File: src/rtl/oneshot_pkg.sv
`timescale 1ns/1ps
package oneshot_pkg;

  typedef struct packed {
    logic rise_hit;
    logic fall_hit;
  } trig_hits_t;

  // rising edge on one input, enabled while the partner input is high
  function automatic logic rise_qualified(logic now, logic prev, logic partner);
    return now & ~prev & partner;
  endfunction

  // falling edge on one input, enabled while the partner input is low
  function automatic logic fall_qualified(logic now, logic prev, logic partner);
    return ~now & prev & ~partner;
  endfunction

  // a hit is accepted unless cleared, zero width, or locked out while busy
  function automatic logic may_fire(logic hit, logic clr_hold, logic busy,
                                    logic lockout, logic width_nz);
    return hit & ~clr_hold & width_nz & (~busy | ~lockout);
  endfunction

endpackage

File: src/rtl/os_sync.sv
`timescale 1ns/1ps
module os_sync #(
  parameter int         N       = 3,
  parameter int         STAGES  = 2,
  parameter logic [N-1:0] RST_VAL = '0
) (
  input  logic         clk,
  input  logic         rst_n,
  input  logic [N-1:0] d,
  output logic [N-1:0] q
);
  localparam int LAST = STAGES - 1;

  for (genvar b = 0; b < N; b++) begin : g_bit
    logic [STAGES-1:0] chain;
    always_ff @(posedge clk or negedge rst_n) begin
      if (!rst_n) chain <= {STAGES{RST_VAL[b]}};
      else        chain <= {chain[LAST-1:0], d[b]};
    end
    assign q[b] = chain[LAST];
  end
endmodule

File: src/rtl/os_edge_qual.sv
`timescale 1ns/1ps
module os_edge_qual
  import oneshot_pkg::*;
#(
  parameter logic RISE_IDLE = 1'b0,
  parameter logic FALL_IDLE = 1'b1
) (
  input  logic clk,
  input  logic rst_n,
  input  logic rise_s,
  input  logic fall_s,
  input  logic clr_n_s,
  input  logic busy,
  input  logic lockout,
  input  logic width_nz,
  output logic trig_hit,
  output logic clr_hold,
  output logic fire
);
  logic       rise_d, fall_d;
  trig_hits_t hits;

  always_ff @(posedge clk or negedge rst_n) begin
    if (!rst_n) begin
      rise_d <= RISE_IDLE;
      fall_d <= FALL_IDLE;
    end else begin
      rise_d <= rise_s;
      fall_d <= fall_s;
    end
  end

  assign hits.rise_hit = rise_qualified(rise_s, rise_d, fall_s);
  assign hits.fall_hit = fall_qualified(fall_s, fall_d, rise_s);
  assign trig_hit      = |hits;
  assign clr_hold      = ~clr_n_s;
  assign fire          = may_fire(trig_hit, clr_hold, busy, lockout, width_nz);
endmodule

File: src/rtl/os_timer.sv
`timescale 1ns/1ps
module os_timer #(
  parameter int W = 8
) (
  input  logic         clk,
  input  logic         rst_n,
  input  logic         fire,
  input  logic         clr_hold,
  input  logic [W-1:0] width,
  output logic [W-1:0] rem,
  output logic         busy,
  output logic         q,
  output logic         qn
);
  localparam logic [W-1:0] ZERO = '0;

  // cycles left including the current one
  function automatic logic [W-1:0] next_rem(logic [W-1:0] cur, logic [W-1:0] load,
                                            logic ld, logic kill);
    if (kill)        return ZERO;
    if (ld)          return load;
    if (cur != ZERO) return cur - 1'b1;
    return ZERO;
  endfunction

  logic [W-1:0] rem_q, rem_nx;

  assign rem_nx = next_rem(rem_q, width, fire, clr_hold);

  always_ff @(posedge clk or negedge rst_n) begin
    if (!rst_n) begin
      rem_q <= ZERO;
      q     <= 1'b0;
      qn    <= 1'b1;
    end else begin
      rem_q <= rem_nx;
      q     <= (rem_nx != ZERO);
      qn    <= (rem_nx == ZERO);
    end
  end

  assign rem  = rem_q;
  assign busy = (rem_q != ZERO);
endmodule

File: src/rtl/oneshot_pulse_gen.sv
`timescale 1ns/1ps
module oneshot_pulse_gen #(
  parameter int WIDTH_BITS  = 8,
  parameter int SYNC_STAGES = 2
) (
  input  logic                  clk,
  input  logic                  rst_n,
  input  logic                  trig_rise_i,
  input  logic                  trig_fall_i,
  input  logic                  clr_n_i,
  input  logic                  lockout_i,
  input  logic [WIDTH_BITS-1:0] width_i,
  output logic                  q_o,
  output logic                  q_n_o
);
  localparam logic [2:0] SYNC_IDLE = 3'b110; // {clr_n, fall, rise}

  logic [2:0]            sync_q;
  logic                  rise_s, fall_s, clr_n_s;
  logic                  trig_hit, clr_hold, fire, busy;
  logic [WIDTH_BITS-1:0] rem;

  os_sync #(.N(3), .STAGES(SYNC_STAGES), .RST_VAL(SYNC_IDLE)) u_sync (
    .clk (clk),
    .rst_n (rst_n),
    .d ({clr_n_i, trig_fall_i, trig_rise_i}),
    .q (sync_q)
  );

  assign rise_s  = sync_q[0];
  assign fall_s  = sync_q[1];
  assign clr_n_s = sync_q[2];

  os_edge_qual #(.RISE_IDLE(SYNC_IDLE[0]), .FALL_IDLE(SYNC_IDLE[1])) u_edge (
    .clk      (clk),
    .rst_n    (rst_n),
    .rise_s   (rise_s),
    .fall_s   (fall_s),
    .clr_n_s  (clr_n_s),
    .busy     (busy),
    .lockout  (lockout_i),
    .width_nz (|width_i),
    .trig_hit (trig_hit),
    .clr_hold (clr_hold),
    .fire     (fire)
  );

  os_timer #(.W(WIDTH_BITS)) u_timer (
    .clk      (clk),
    .rst_n    (rst_n),
    .fire     (fire),
    .clr_hold (clr_hold),
    .width    (width_i),
    .rem      (rem),
    .busy     (busy),
    .q        (q_o),
    .qn       (q_n_o)
  );
endmodule

File: config.mk
export PLATFORM = sky130hd
export DESIGN_NAME = oneshot_pulse_gen
export DESIGN_NICKNAME = d
export VERILOG_FILES = /design/src/rtl/oneshot_pkg.sv /design/src/rtl/os_sync.sv /design/src/rtl/os_edge_qual.sv /design/src/rtl/os_timer.sv /design/src/rtl/oneshot_pulse_gen.sv
export SDC_FILE = /design/constraint.sdc
export NUM_CORES = 1
export LEC_CHECK = 0
export ABC_AREA = 1
export CAP_MARGIN = 20
export CORE_MARGIN = 3
export CORE_UTILIZATION = 52
export DETAILED_ROUTE_END_ITERATION = 10
export GPL_TIMING_DRIVEN = 1
export PLACE_DENSITY = 0.8
export SLEW_MARGIN = 20
export SYNTH_ARGS = -nofsm -noshare
export SYNTH_HDL_FRONTEND = slang
export SYNTH_HIERARCHICAL = 1
export SYNTH_SLANG_ARGS = --single-unit
File: constraint.sdc
create_clock -name clk -period 2.25 [get_ports clk]
set_input_delay 0.3375 -clock clk [delete_from_list [all_inputs] [get_ports clk]]
set_output_delay 0.3375 -clock clk [all_outputs]
set_load 0.02 [all_outputs]
* Word-level counts from Yosys, hierarchy flattened *
Index checks and enable logic that the tools add are counted.

operators by class
  reduce and logical (&&, ||, !) cells = 5
  add/subtract/negate cells = 1
  multiplexer cells = 11
  bitwise gates (word level) = 13

operators with widths
  kind                   count
  $mux W8                6
  $reduce_bool A8 Y1     2
  $logic_not A8 Y1       1
  $reduce_or A8 Y1       1
  $sub A8 B1 Y8 const B  1
  $and A1 B1 Y1          7
  $mux W1                5
  $not A1 Y1             5
  $reduce_or A2 Y1       1
  $or A1 B1 Y1           1

storage, ports and cells
  register bits after elaboration = 18
  output and inout port bits = 2
  bits of input ports = 14
  word-level logic and storage cells = 38

* Depth between registers and ports, before layout *
Gate-level depths: netlist (run 1).

  depth after elaboration = 15
  gate-level depth with buffers = 17
  depth with buffers taken out = 16

* Hierarchy *
Netlist (run 1), hierarchy kept.

modules (own cells, without submodules)
  module             instances  sequential area each (sq um)  cells an instance  area an instance (sq um)
  os_timer           1          251.5                         108                720.7
  os_sync            1          155.1                         9                  177.7
  os_edge_qual       1          51.3                          11                 92.6
  oneshot_pulse_gen  1          0.0                           15                 56.3

* Worst setup path before layout (run 1) *
Ideal clock, no wire load.

  path type = register -> register
  from = register u_timer.rem_q[0], in the netlist u_timer/rem[0]
  to = register u_timer.q
  data arrival time = 1.794 ns
  path buffers = 1
  setup slack = 0.337 ns
  stages on the path, launching flop included = 17
  data required time = 2.131 ns
  period minus slack after synthesis = 1.913 ns
  library setup time = 0.119 ns
  cells stage by stage = dfrtp_1 > inv_1 > ha_1 > nand2_4 > inv_2 > nand2_4 > nand2_1 > nand3_1 > a21oi_2 > buf_4 > inv_2 > o21ai_0 > inv_1 > nand2_2 > nand3_1 > nor2_1 > nand2_1

on the way
  longest elaborated chain between the ends = 10
  elaborated cells between the ends (all ways) = 16
  classes of those cells = add/sub: 1; mux: 10; bitwise: 3; reduce/logical: 2

ends and longest elaborated chain
  element                 line                     source
  start, declared         os_timer.sv:26           logic [W-1:0] rem_q, rem_nx;
  start signal, assigned  os_timer.sv:36           rem_q <= rem_nx;
  $reduce_bool A8 Y1 (*)  os_timer.sv:43           assign busy = (rem_q != ZERO);
  via busy                oneshot_pulse_gen.sv:20  logic trig_hit, clr_hold, fire, busy;
  $not A1 Y1 (*)          oneshot_pkg.sv:22        return hit & ~clr_hold & width_nz & (~busy | ~lockout);
  $or A1 B1 Y1 (*)        oneshot_pkg.sv:22
  $and A1 B1 Y1 (*)       oneshot_pkg.sv:22
  via fire                oneshot_pulse_gen.sv:20
  $mux W8                 os_timer.sv:21           if (ld) return load;
  $mux W8                 os_timer.sv:22           if (cur != ZERO) return cur - 1'b1;
  $mux W8                 os_timer.sv:23           return ZERO;
  $mux W8 (*)             os_timer.sv:22
  $mux W8 (*)             os_timer.sv:21
  $reduce_bool A8 Y1 (*)  os_timer.sv:37           q <= (rem_nx != ZERO);
  end signal, assigned    os_timer.sv:37
  end, declared           os_timer.sv:12           output logic q,

The timed path passes the listed nets; every way through them passes the cells marked *. The select of a mux whose other input is x is not followed.

* Final worst setup path (run 1) *
  from = register u_timer.rem_q[0], in the netlist u_timer/rem[0]
  to = register u_timer.qn

on the way
  longest elaborated chain between the ends = 10
  elaborated cells between the ends (all ways) = 16
  classes of those cells = add/sub: 1; mux: 10; bitwise: 3; reduce/logical: 2

ends and longest elaborated chain
  element                 line                     source
  $reduce_bool A8 Y1 (*)  os_timer.sv:43
  via busy                oneshot_pulse_gen.sv:20
  $not A1 Y1 (*)          oneshot_pkg.sv:22
  $or A1 B1 Y1 (*)        oneshot_pkg.sv:22
  $and A1 B1 Y1 (*)       oneshot_pkg.sv:22
  via fire                oneshot_pulse_gen.sv:20
  $mux W8                 os_timer.sv:21
  $mux W8                 os_timer.sv:22
  $mux W8                 os_timer.sv:23
  $mux W8 (*)             os_timer.sv:22
  $mux W8 (*)             os_timer.sv:21
  via u_timer.rem_nx[2]   os_timer.sv:26
  $logic_not A8 Y1 (*)    os_timer.sv:38           qn <= (rem_nx == ZERO);
  end signal, assigned    os_timer.sv:38
  end, declared           os_timer.sv:13           output logic qn

Marks and branches as above.

==> key figures, run 1 <==
Cells and area
  – Multi-input logic area: 459 sq um
  – Layout Cells excl Fill: 183
  – Area Overhead vs Synth: 20.6%
  – Nets: around 170
  – Commonest non-fill, non-tap cells in the layout: nand2_1, inv_1, clkdlybuf4s50_1
  – Fin area: about 0.0013 sq mm
  – Number of diodes: 0
  – Layout cells sized above 1: 22.2%
  – Fillers: around 170
  – Leading cell type in the layout, fill and taps excluded: nand2_1
  – Sequential cell area: roughly 460 sq um

Logic synthesis
  – Syn nets: about 160
  – Cells after Synth: roughly 140
  – Avg Cell Area, Syn: ~7.3 sq um
  – Post-Syn Area: 0.00104 sq mm
  – YS warnings: 6

Die
  – Die Y: just over 50 microns
  – Total Die Area: around 0.0026 sq mm
  – Core footprint: around 0.0018 sq mm
  – Initial core utilization: between 50 and 60%
  – Rows: 15
  – # IOs: 16
  – Die Wd: slightly above 50 microns

CTS
  – Maximum root-to-sink buffer count: 2
  – CTS sink count: 18
  – Htree depth: 1
  – Clock-pin slew on the worst setup and hold paths: approximately 0.090 ns
  – TritonCTS Buffers: 3
  – Root buffer cell: clkbuf_4
  – Clk_lat worst skew: about 0.28 ns
  – TritonCTS clock tree: yes
  – Hold-fix buffers at CTS: 0
  – # Post-CTS Setup Buffers: 0
  – Post_cts resized: 0

Power and ir drop
  – PwrDens: roughly 1400 mW/mm^2
  – Leak pwr: a little under 0.0007 uW
  – Total power: 1730 uW
  – Peak supply drop: 0.913 mV

Place
  – IO buf count: 15
  – Placed Cells: about 180
  – Gpl congestion: 0.920
  – DP Wirelength: between 1500 and 2000 microns
  – Area after DPL: roughly 0.0012 sq mm

Setup path
  – Worst Path Buf+Inv: 5
  – Most frequent CP cell: inv_2
  – Slowest-stage cell, CP: dfrtp_1
  – Startpoint types: flop
  – R2r setup slk: ~0.21 ns
  – RR Endpoint: u_timer/qn
  – Slowest cell delay on critical path: between 0.3 and 0.4 ns
  – Crit-path max FO: 6
  – Worst EP required: about 2.5 ns
  – Crit path DAT: between 2 and 2.5 ns
  – WS Path Type: reg -> reg
  – Crit path cell chain: inv_1, ha_4, nand2_4, inv_2, nand2_4, nand2_1, nand3_1, a21oi_4, inv_2, o21ai_0, inv_1, nand2_2, inv_2, nor2_4, nand3_2, nor2_2
  – Crit path depth: 16
  – Family with the most delay on the worst path: simple AND/OR/NAND/NOR gates
  – CP Launch Point: u_timer/rem[0]
  – Reg2reg start: u_timer/rem[0]
  – Reg2reg path depth: 16
  – Crit end category: flop

Worst hold path
  – Worst hold start: u_sync/g_bit[0].chain[0]
  – Worst min-delay path class: reg -> reg
  – Hold Path Stages: 0
  – WHS Endpoint: u_sync/g_bit[0].chain[1]

Route
  – Initial DRT Pass Iterations: 4
  – Routed Antenna Nets: 0
  – Vias post-DR: between 800 and 900
  – Via-to-Cell Ratio: ~4.7
  – Wire per inst: 11.1 microns
  – 1st-iter DRT viols: 16
  – DRC viols: 0
  – Routed WL: 2020 microns

STA
  – Slew @ Worst Pin: 0.726 ns
  – Relative slew slack: approximately half
  – Tmin final: 2.04 ns
  – Final hold vios: 0
  – Max Fclk: 491 MHz
  – Final setup fails: 0
  – Skew final: around 0.0034 ns
  – Final period util: slightly above 90%
  – Fin. max-slew vios: 0

Global route
  – Global-route wire length before repair: around 3500 microns
  – Gr usage total: 17.8%
  – Largest net degree at the start of global routing: 19
  – Congestion Overflow GR: 0
  – Vias in the first global route: about 880
  – Initial antenna violation count: 0

Flow run
  – Max-Cap Viols: 0

Run status
  – Status: completed
-- worst register-to-register path, delay by kind of cell, from the launching register on --
kind,cells,cell delay [ns]
buffers and inverters,5,0.43
adder cells (fa/ha/maj),1,0.20
AND/OR/NAND/NOR,8,0.62
AO/OA/AOI/OAI,2,0.36
flip-flops,1,0.37
-- sequential cells by signal, indices dropped and copies added (netlist names) --
register / cells
u_edge/rise_d: 1
u_timer/q: 1
u_edge/fall_d: 1
u_timer/rem: 8
u_sync/g_bit.chain: 6
u_timer/qn: 1
-- per-stage QoR --
stage | utilization (%) | worst slack [ns] | TNS [ns] | hold slack (ns)
global placement | 66.7 | 0.172 | 0 | 0.332
global route | 69.9 | -0.00900 | -0.0154 | 0.366
CTS | 68.8 | 0.0889 | 0 | 0.357
detailed placement | 66.7 | 0.128 | 0 | 0.335
floorplan | - | 0.337 | 0 | 0.0419
finish | 69.9 | 0.214 | 0 | 0.355
-- how the worst max path moves through the flow --
stage	endpoint	slack (ns)
after floorplan	u_timer/q	0.34
after global placement	u_timer/q	0.17
after detailed placement	u_timer/q	0.13
after CTS	u_timer/qn	0.09
after global routing	u_timer/q	-0.009
final	u_timer/qn	0.21
-- metal layers --
metal	wire length [microns]	vias up	share of wire (%)	global-route usage, %
met3	76	6	3.8	2.37
li1	-	447	-	-
met5	0	-	0	0
met2	983	22	49	31.7
met1	901	386	45	20.9
met4	61	0	3.0	8.07
-- final cells by class --
cell class	count	share of cell area, %
repair buffers	16	12.5
inverters	31	9.24
well taps	25	2.49
clock buffers	4	2.88
flip-flops and latches	18	36.4
multi-input cells	89	36.5
-- power by group --
part / leakage [uW] / switching [uW] / internal [uW]
clock network: 0.0000210 / 87.9 / 98.4
registers: 0.000213 / 79.4 / 417
logic: 0.000461 / 654 / 396
total: 0.000695 / 821 / 912
(Power assumes the default switching activity.)
==> run 2: changes to the inputs <==
--- a/config.mk
+++ b/config.mk
@@ -9,6 +9,7 @@
 export CAP_MARGIN = 20
 export CORE_MARGIN = 3
 export CORE_UTILIZATION = 52
+export CTS_BUF_LIST = sky130_fd_sc_hd__clkbuf_8 sky130_fd_sc_hd__clkbuf_16
 export DETAILED_ROUTE_END_ITERATION = 10
 export GPL_TIMING_DRIVEN = 1
 export PLACE_DENSITY = 0.8
==> run 2 against run 1 <==
  * Critical path depth shrank 1
  * Setup slack gained 0.0055 ns
  * Count of clock-buffer cells in the layout is the same
  * Routed wire length grew 0.30%
  * Sequential power is essentially flat
  * Core utilization grew 1.0 points
  * First-iteration DRC count shrank 13%
  * Largest cell class unchanged
  * Maximum frequency grew 0.27%
==> key figures, run 2 (synthesis gave the netlist of run 1 again) <==
Setup path
  – Worst Path Buf+Inv: 4
  – Crit path DAT: ~2.2 ns
  – Crit-path max FO: 6
  – Startpoint types: flop
  – Crit path cell chain: inv_1, ha_4, nand2_4, inv_2, nand2_4, nand2_1, nand3_1, a21oi_4, inv_2, o21ai_0, inv_1, nand2_2, nand3_1, nor2_1, nand2_1
  – WS Path Type: reg -> reg
  – Crit end category: flop
  – Slowest cell delay on critical path: ~0.36 ns
  – Slowest-stage cell, CP: dfrtp_1
  – Family with the most delay on the worst path: simple AND/OR/NAND/NOR gates
  – Worst EP required: 2.38 ns

Place
  – IO buf count: 15
  – Gpl congestion: around 0.9
  – DP Wirelength: 1620 microns
  – Placed Cells: 179
  – Worst slack, placed: 0.128 ns

Cells and area
  – Commonest non-fill, non-tap cells in the layout: nand2_1, inv_1, clkdlybuf4s50_1
  – Multi-input logic area: about 460 sq um
  – Max reg flops: 8
  – Area Overhead vs Synth: 22.4%
  – Sequential cell area: approximately 460 sq um
  – Nets: roughly 170
  – Layout Cells excl Fill: between 150 and 200
  – Leading cell type in the layout, fill and taps excluded: nand2_1
  – Number of diodes: 0
  – Fillers: ~160
  – Layout cells sized above 1: between 20% and 30%

STA
  – Relative slew slack: 51.4%
  – Final period util: 90.2%
  – Skew final: roughly 0.0010 ns
  – Final hold vios: 0
  – Worst setup margin: roughly 0.22 ns
  – Max Fclk: ~490 MHz
  – WHS: between 0.3 and 0.4 ns
  – Tmin final: 2.03 ns
  – Final setup fails: 0
  – Slew @ Worst Pin: 0.726 ns
  – Fin. max-slew vios: 0

CTS
  – Clk_lat worst skew: about 0.24 ns
  – Clock-pin slew on the worst setup and hold paths: 0.06 ns
  – Root buffer cell: clkbuf_8
  – Htree depth: 1
  – TritonCTS clock tree: yes
  – Hold-fix buffers at CTS: 0
  – Maximum root-to-sink buffer count: 2
  – TritonCTS Buffers: 3
  – CTS sink count: 18

Power and ir drop
  – PwrDens: around 1400 mW/mm^2
  – Leak pwr: roughly 0.0007 uW
  – Peak supply drop: 0.838 mV

Global route
  – Global-route wire length before repair: roughly 3500 microns
  – Vias in the first global route: roughly 900
  – Initial antenna violation count: 0
  – Congestion Overflow GR: 0
  – Gr usage total: between 10% and 20%
  – Largest net degree at the start of global routing: 19

Route
  – 1st-iter DRT viols: 14
  – Initial DRT Pass Iterations: 4
  – Wire per inst: around 11 microns
  – Via-to-Cell Ratio: 4.69
  – Routed WL: 2030 microns
  – Vias post-DR: between 800 and 900
  – Routed Antenna Nets: 0
  – DRC viols: 0

Die
  – Die Wd: slightly above 50 microns
  – Core footprint: between 0.0015 and 0.002 sq mm
  – # IOs: 16
  – Rows: 15
  – Initial core utilization: about 58%
  – Total Die Area: approximately 0.0026 sq mm
  – Die Y: between 50 and 60 microns

Worst hold path
  – Worst min-delay path class: reg -> reg

Run status
  – Status: completed

Flow run
  – Max-Cap Viols: 0
run 2: changes by cell type in the layout (fill, tap and decap cells not counted):
| cell | delta |
|---|---|
| clkbuf_4 | -3 |
| clkbuf_8 | +3 |
run 2: what timing repair did:
item                       4_1_cts  5_1_grt
buffers inserted                 0        0
hold endpoints to repair         0        0
setup endpoints to repair        0        2
resized for setup                0        3
run 2: final timing paths:
kind	start	cells past startpoint	slack (ns)	end
max	u_timer/rem[0]	15	0.22	u_timer/q
min	u_sync/g_bit[0].chain[0]	0	0.35	u_sync/g_bit[0].chain[1]
max reg2reg	u_timer/rem[0]	15	0.22	u_timer/q
min reg2reg	u_sync/g_bit[0].chain[0]	0	0.35	u_sync/g_bit[0].chain[1]
max in group asynchronous	rst_n	1	1.27	u_timer/rem[4]
min in group asynchronous	rst_n	1	0.53	u_sync/g_bit[0].chain[0]
run 2: metal layers:
metal / vias up / global-route usage (%) / routed length (microns) / part of all wire [%]
li1: 445 / - / - / -
met1: 385 / 20.8 / 871 / 43
met2: 24 / 32.2 / 1010 / 50
met3: 4 / 2.37 / 100 / 4.9
met4: 0 / 9.42 / 46 / 2.3
met5: - / 0 / 0 / 0
run 2: cell type report:
type / count / area share [%]
Sequential cell: 18 / 35.8
Clock buffer: 4 / 4.31
Multi-Input combinational cell: 89 / 35.9
Inverter: 31 / 9.11
Timing Repair Buffer: 16 / 12.3
Tap cell: 25 / 2.45
run 2: through the flow:
| step | area, sq um | setup TNS, ns | utilization, % | total power (uW) |
|---|---|---|---|---|
| after floorplan | 1040 | 0 | - | 1290 |
| after global placement | 1200 | 0 | 66.7 | 1480 |
| after detailed placement | 1200 | 0 | 66.7 | 1510 |
| after CTS | 1260 | 0 | 69.8 | 1770 |
| after global routing | 1280 | -0.00371 | 70.9 | 1960 |
| final | 1280 | 0 | 70.9 | 1790 |
run 2: where the power goes:
group	switching (uW)	leakage (uW)	total (uW)	internal [uW]
registers	80.1	0.000213	498	418
clock network	93.2	0.0000288	248	155
logic	651	0.000461	1050	396
total	824	0.000703	1790	969
==> run 3: changes to the inputs <==
--- a/config.mk
+++ b/config.mk
@@ -6,7 +6,7 @@
 export NUM_CORES = 1
 export LEC_CHECK = 0
 export ABC_AREA = 1
-export CAP_MARGIN = 20
+export CAP_MARGIN = 40
 export CORE_MARGIN = 3
 export CORE_UTILIZATION = 52
 export CTS_BUF_LIST = sky130_fd_sc_hd__clkbuf_8 sky130_fd_sc_hd__clkbuf_16
==> constraint.sdc (replaced) <==
create_clock -name clk -period 2.25 [get_ports clk]
set_input_delay 0.3375 -clock clk [delete_from_list [all_inputs] [get_ports clk]]
set_output_delay 0.3375 -clock clk [all_outputs]
set_load 0.1 [all_outputs]
==> run 3 against run 2 <==
  * Count of clock-buffer cells in the layout decreased by 1
  * Largest cell class is now registers
  * Sequential power about the same
  * Hold slack improved by 0.0035 ns
  * Sequential cell count unchanged
==> key figures, run 3 (synthesis gave the netlist of run 1 again) <==
Run status
  – Status: completed

Cells and area
  – Nets: around 180
  – Max reg flops: 8
  – Fin area: about 0.0013 sq mm
  – Layout Cells excl Fill: between 150 and 200
  – Fillers: 160
  – Leading cell type in the layout, fill and taps excluded: nand2_1
  – Number of diodes: 0
  – Sequential cell area: 458 sq um
  – Commonest non-fill, non-tap cells in the layout: nand2_1, inv_1, clkdlybuf4s50_1
  – Layout cells sized above 1: between 20% and 30%
  – Area Overhead vs Synth: 20.0%
  – Multi-input logic area: 442 sq um
  – Final Core Density: a little over two thirds

Power and ir drop
  – PwrDens: around 1400 mW/mm^2
  – Leak pwr: between 0.0007 and 0.0008 uW
  – Peak supply drop: just over 1 mV
  – Cell Int Power: 917 uW
  – Flop pwr share: between 20 and 30%
  – Switching Share: 48.9%
  – Clock share of power: a little under an eighth
  – Comb pwr share: slightly above 60%
  – Sw Pwr: slightly below 900 uW

Global route
  – Congestion Overflow GR: 0
  – Gr usage total: between 10% and 20%
  – Vias in the first global route: ~800
  – Largest net degree at the start of global routing: 19
  – Initial antenna violation count: 0
  – Global-route wire length before repair: approximately 3200 microns

Setup path
  – Reg2reg path depth: 16
  – R2r setup slk: between 0.2 and 0.25 ns
  – WS Path Type: reg -> reg
  – Crit end category: flop
  – Crit path DAT: 2.14 ns
  – Startpoint types: flop
  – RR Endpoint: u_timer/q
  – Crit-path max FO: 5
  – Reg2reg start: u_timer/rem[0]
  – Worst EP required: 2.39 ns

STA
  – Skew final: between 0.004 and 0.005 ns
  – Setup_tns: 0 ns
  – Final hold vios: 0
  – Final setup fails: 0
  – Tmin final: 2.00 ns
  – Relative slew slack: 51.0%
  – Unrepaired setup endpoints after global routing: false
  – Max Fclk: ~500 MHz
  – Final period util: ~89%
  – Fin. max-slew vios: 0
  – Slew @ Worst Pin: around 0.73 ns

CTS
  – CTS sink count: 18
  – Htree depth: 1
  – Clock-pin slew on the worst setup and hold paths: around 0.060 ns
  – Root buffer cell: clkbuf_8
  – Maximum root-to-sink buffer count: 2
  – TritonCTS Buffers: 3
  – TritonCTS clock tree: yes
  – Clk_lat worst skew: 0.24 ns

Die
  – Rows: 15
  – Die Wd: around 51 microns
  – Initial core utilization: between 50% and 60%
  – Die Y: between 50 and 60 microns
  – Total Die Area: between 0.002 and 0.003 sq mm
  – Core footprint: 0.00180 sq mm
  – # IOs: 16

Place
  – Area after DPL: 0.00120 sq mm
  – DP Wirelength: ~1600 microns
  – Placed Cells: between 150 and 200
  – Gpl congestion: between 0.8 and 0.9
  – IO buf count: 15

Route
  – Routed WL: about 1900 microns
  – Via-to-Cell Ratio: about 4.7
  – Wire per inst: about 10 microns
  – Vias post-DR: around 860
  – DRC viols: 0
  – Initial DRT Pass Iterations: 5
  – 1st-iter DRT viols: 19
  – Routed Antenna Nets: 0

Worst hold path
  – WHS Endpoint: u_sync/g_bit[0].chain[1]
  – Hold Path Stages: 0
  – Worst hold start: u_sync/g_bit[0].chain[0]
  – Worst min-delay path class: reg -> reg

Flow run
  – Max-Cap Viols: 0
-- run 3: per-stage QoR --
step / hold WS (ns) / setup WS, ns / total power, uW
floorplan: 0.0419 / 0.337 / 1360
global route: 0.354 / 0.0392 / 1970
global placement: 0.333 / 0.175 / 1550
detailed placement: 0.340 / 0.170 / 1570
finish: 0.351 / 0.248 / 1790
CTS: 0.354 / 0.137 / 1800
-- run 3: power groups by stage --
stage	registers [uW]	logic (uW)	clock network, uW
finish	496	1080	215
global route	509	1220	234
CTS	497	1080	223
detailed placement	501	1070	0
global placement	499	1050	0
floorplan	573	790	0
-- run 3: how the worst max path moves through the flow --
| stage | startpoint | end | slack, ns | cells past startpoint |
|---|---|---|---|---|
| 2_1_floorplan | u_timer/rem[0] | u_timer/q | 0.34 | 16 |
| 3_3_place_gp | width_i[2] | u_timer/q | 0.18 | 14 |
| 3_5_place_dp | width_i[2] | u_timer/q | 0.17 | 14 |
| 4_1_cts | u_timer/rem[0] | u_timer/q | 0.14 | 15 |
| 5_1_grt | u_timer/rem[0] | u_timer/q | 0.04 | 15 |
| 6_report | u_timer/rem[0] | u_timer/q | 0.25 | 16 |
-- run 3: metal layers --
metal / share of wire, % / GRT usage, % / vias up
li1: - / - / 450
met1: 44 / 19.6 / 391
met2: 51 / 29.3 / 20
met3: 4.6 / 2.67 / 2
met4: 0.68 / 5.38 / 0
met5: 0 / 0 / -
-- run 3: repair_timing --
action | CTS | global route
endpoints found under the setup margin | 0 | 2
endpoints found under the hold margin | 0 | 0
setup buffers | 0 | 1
gates resized for setup | 0 | 1
hold buffers | 0 | 0
-- run 3: area by class of cell --
class | instances | area share, %
Sequential cell | 18 | 36.6
Multi-Input combinational cell | 89 | 35.3
Timing Repair Buffer | 17 | 12.8
Inverter | 31 | 9.29
Clock buffer | 3 | 3.30
Tap cell | 25 | 2.50
Clock inverter | 1 | 0.300
-- run 3: worst max-delay path, cell delays in order, from the launching register on --
cell	delay [ns]
dfrtp_1	0.35
inv_1	0.12
ha_2	0.27
nand2_4	0.07
inv_2	0.07
nand2_4	0.06
nand2_1	0.06
nand3_1	0.07
a21oi_2	0.16
buf_4	0.14
nor2_2	0.05
nand3_1	0.06
nand2_1	0.08
nand2_2	0.10
nand2_1	0.06
nor2_1	0.10
nand2_1	0.06
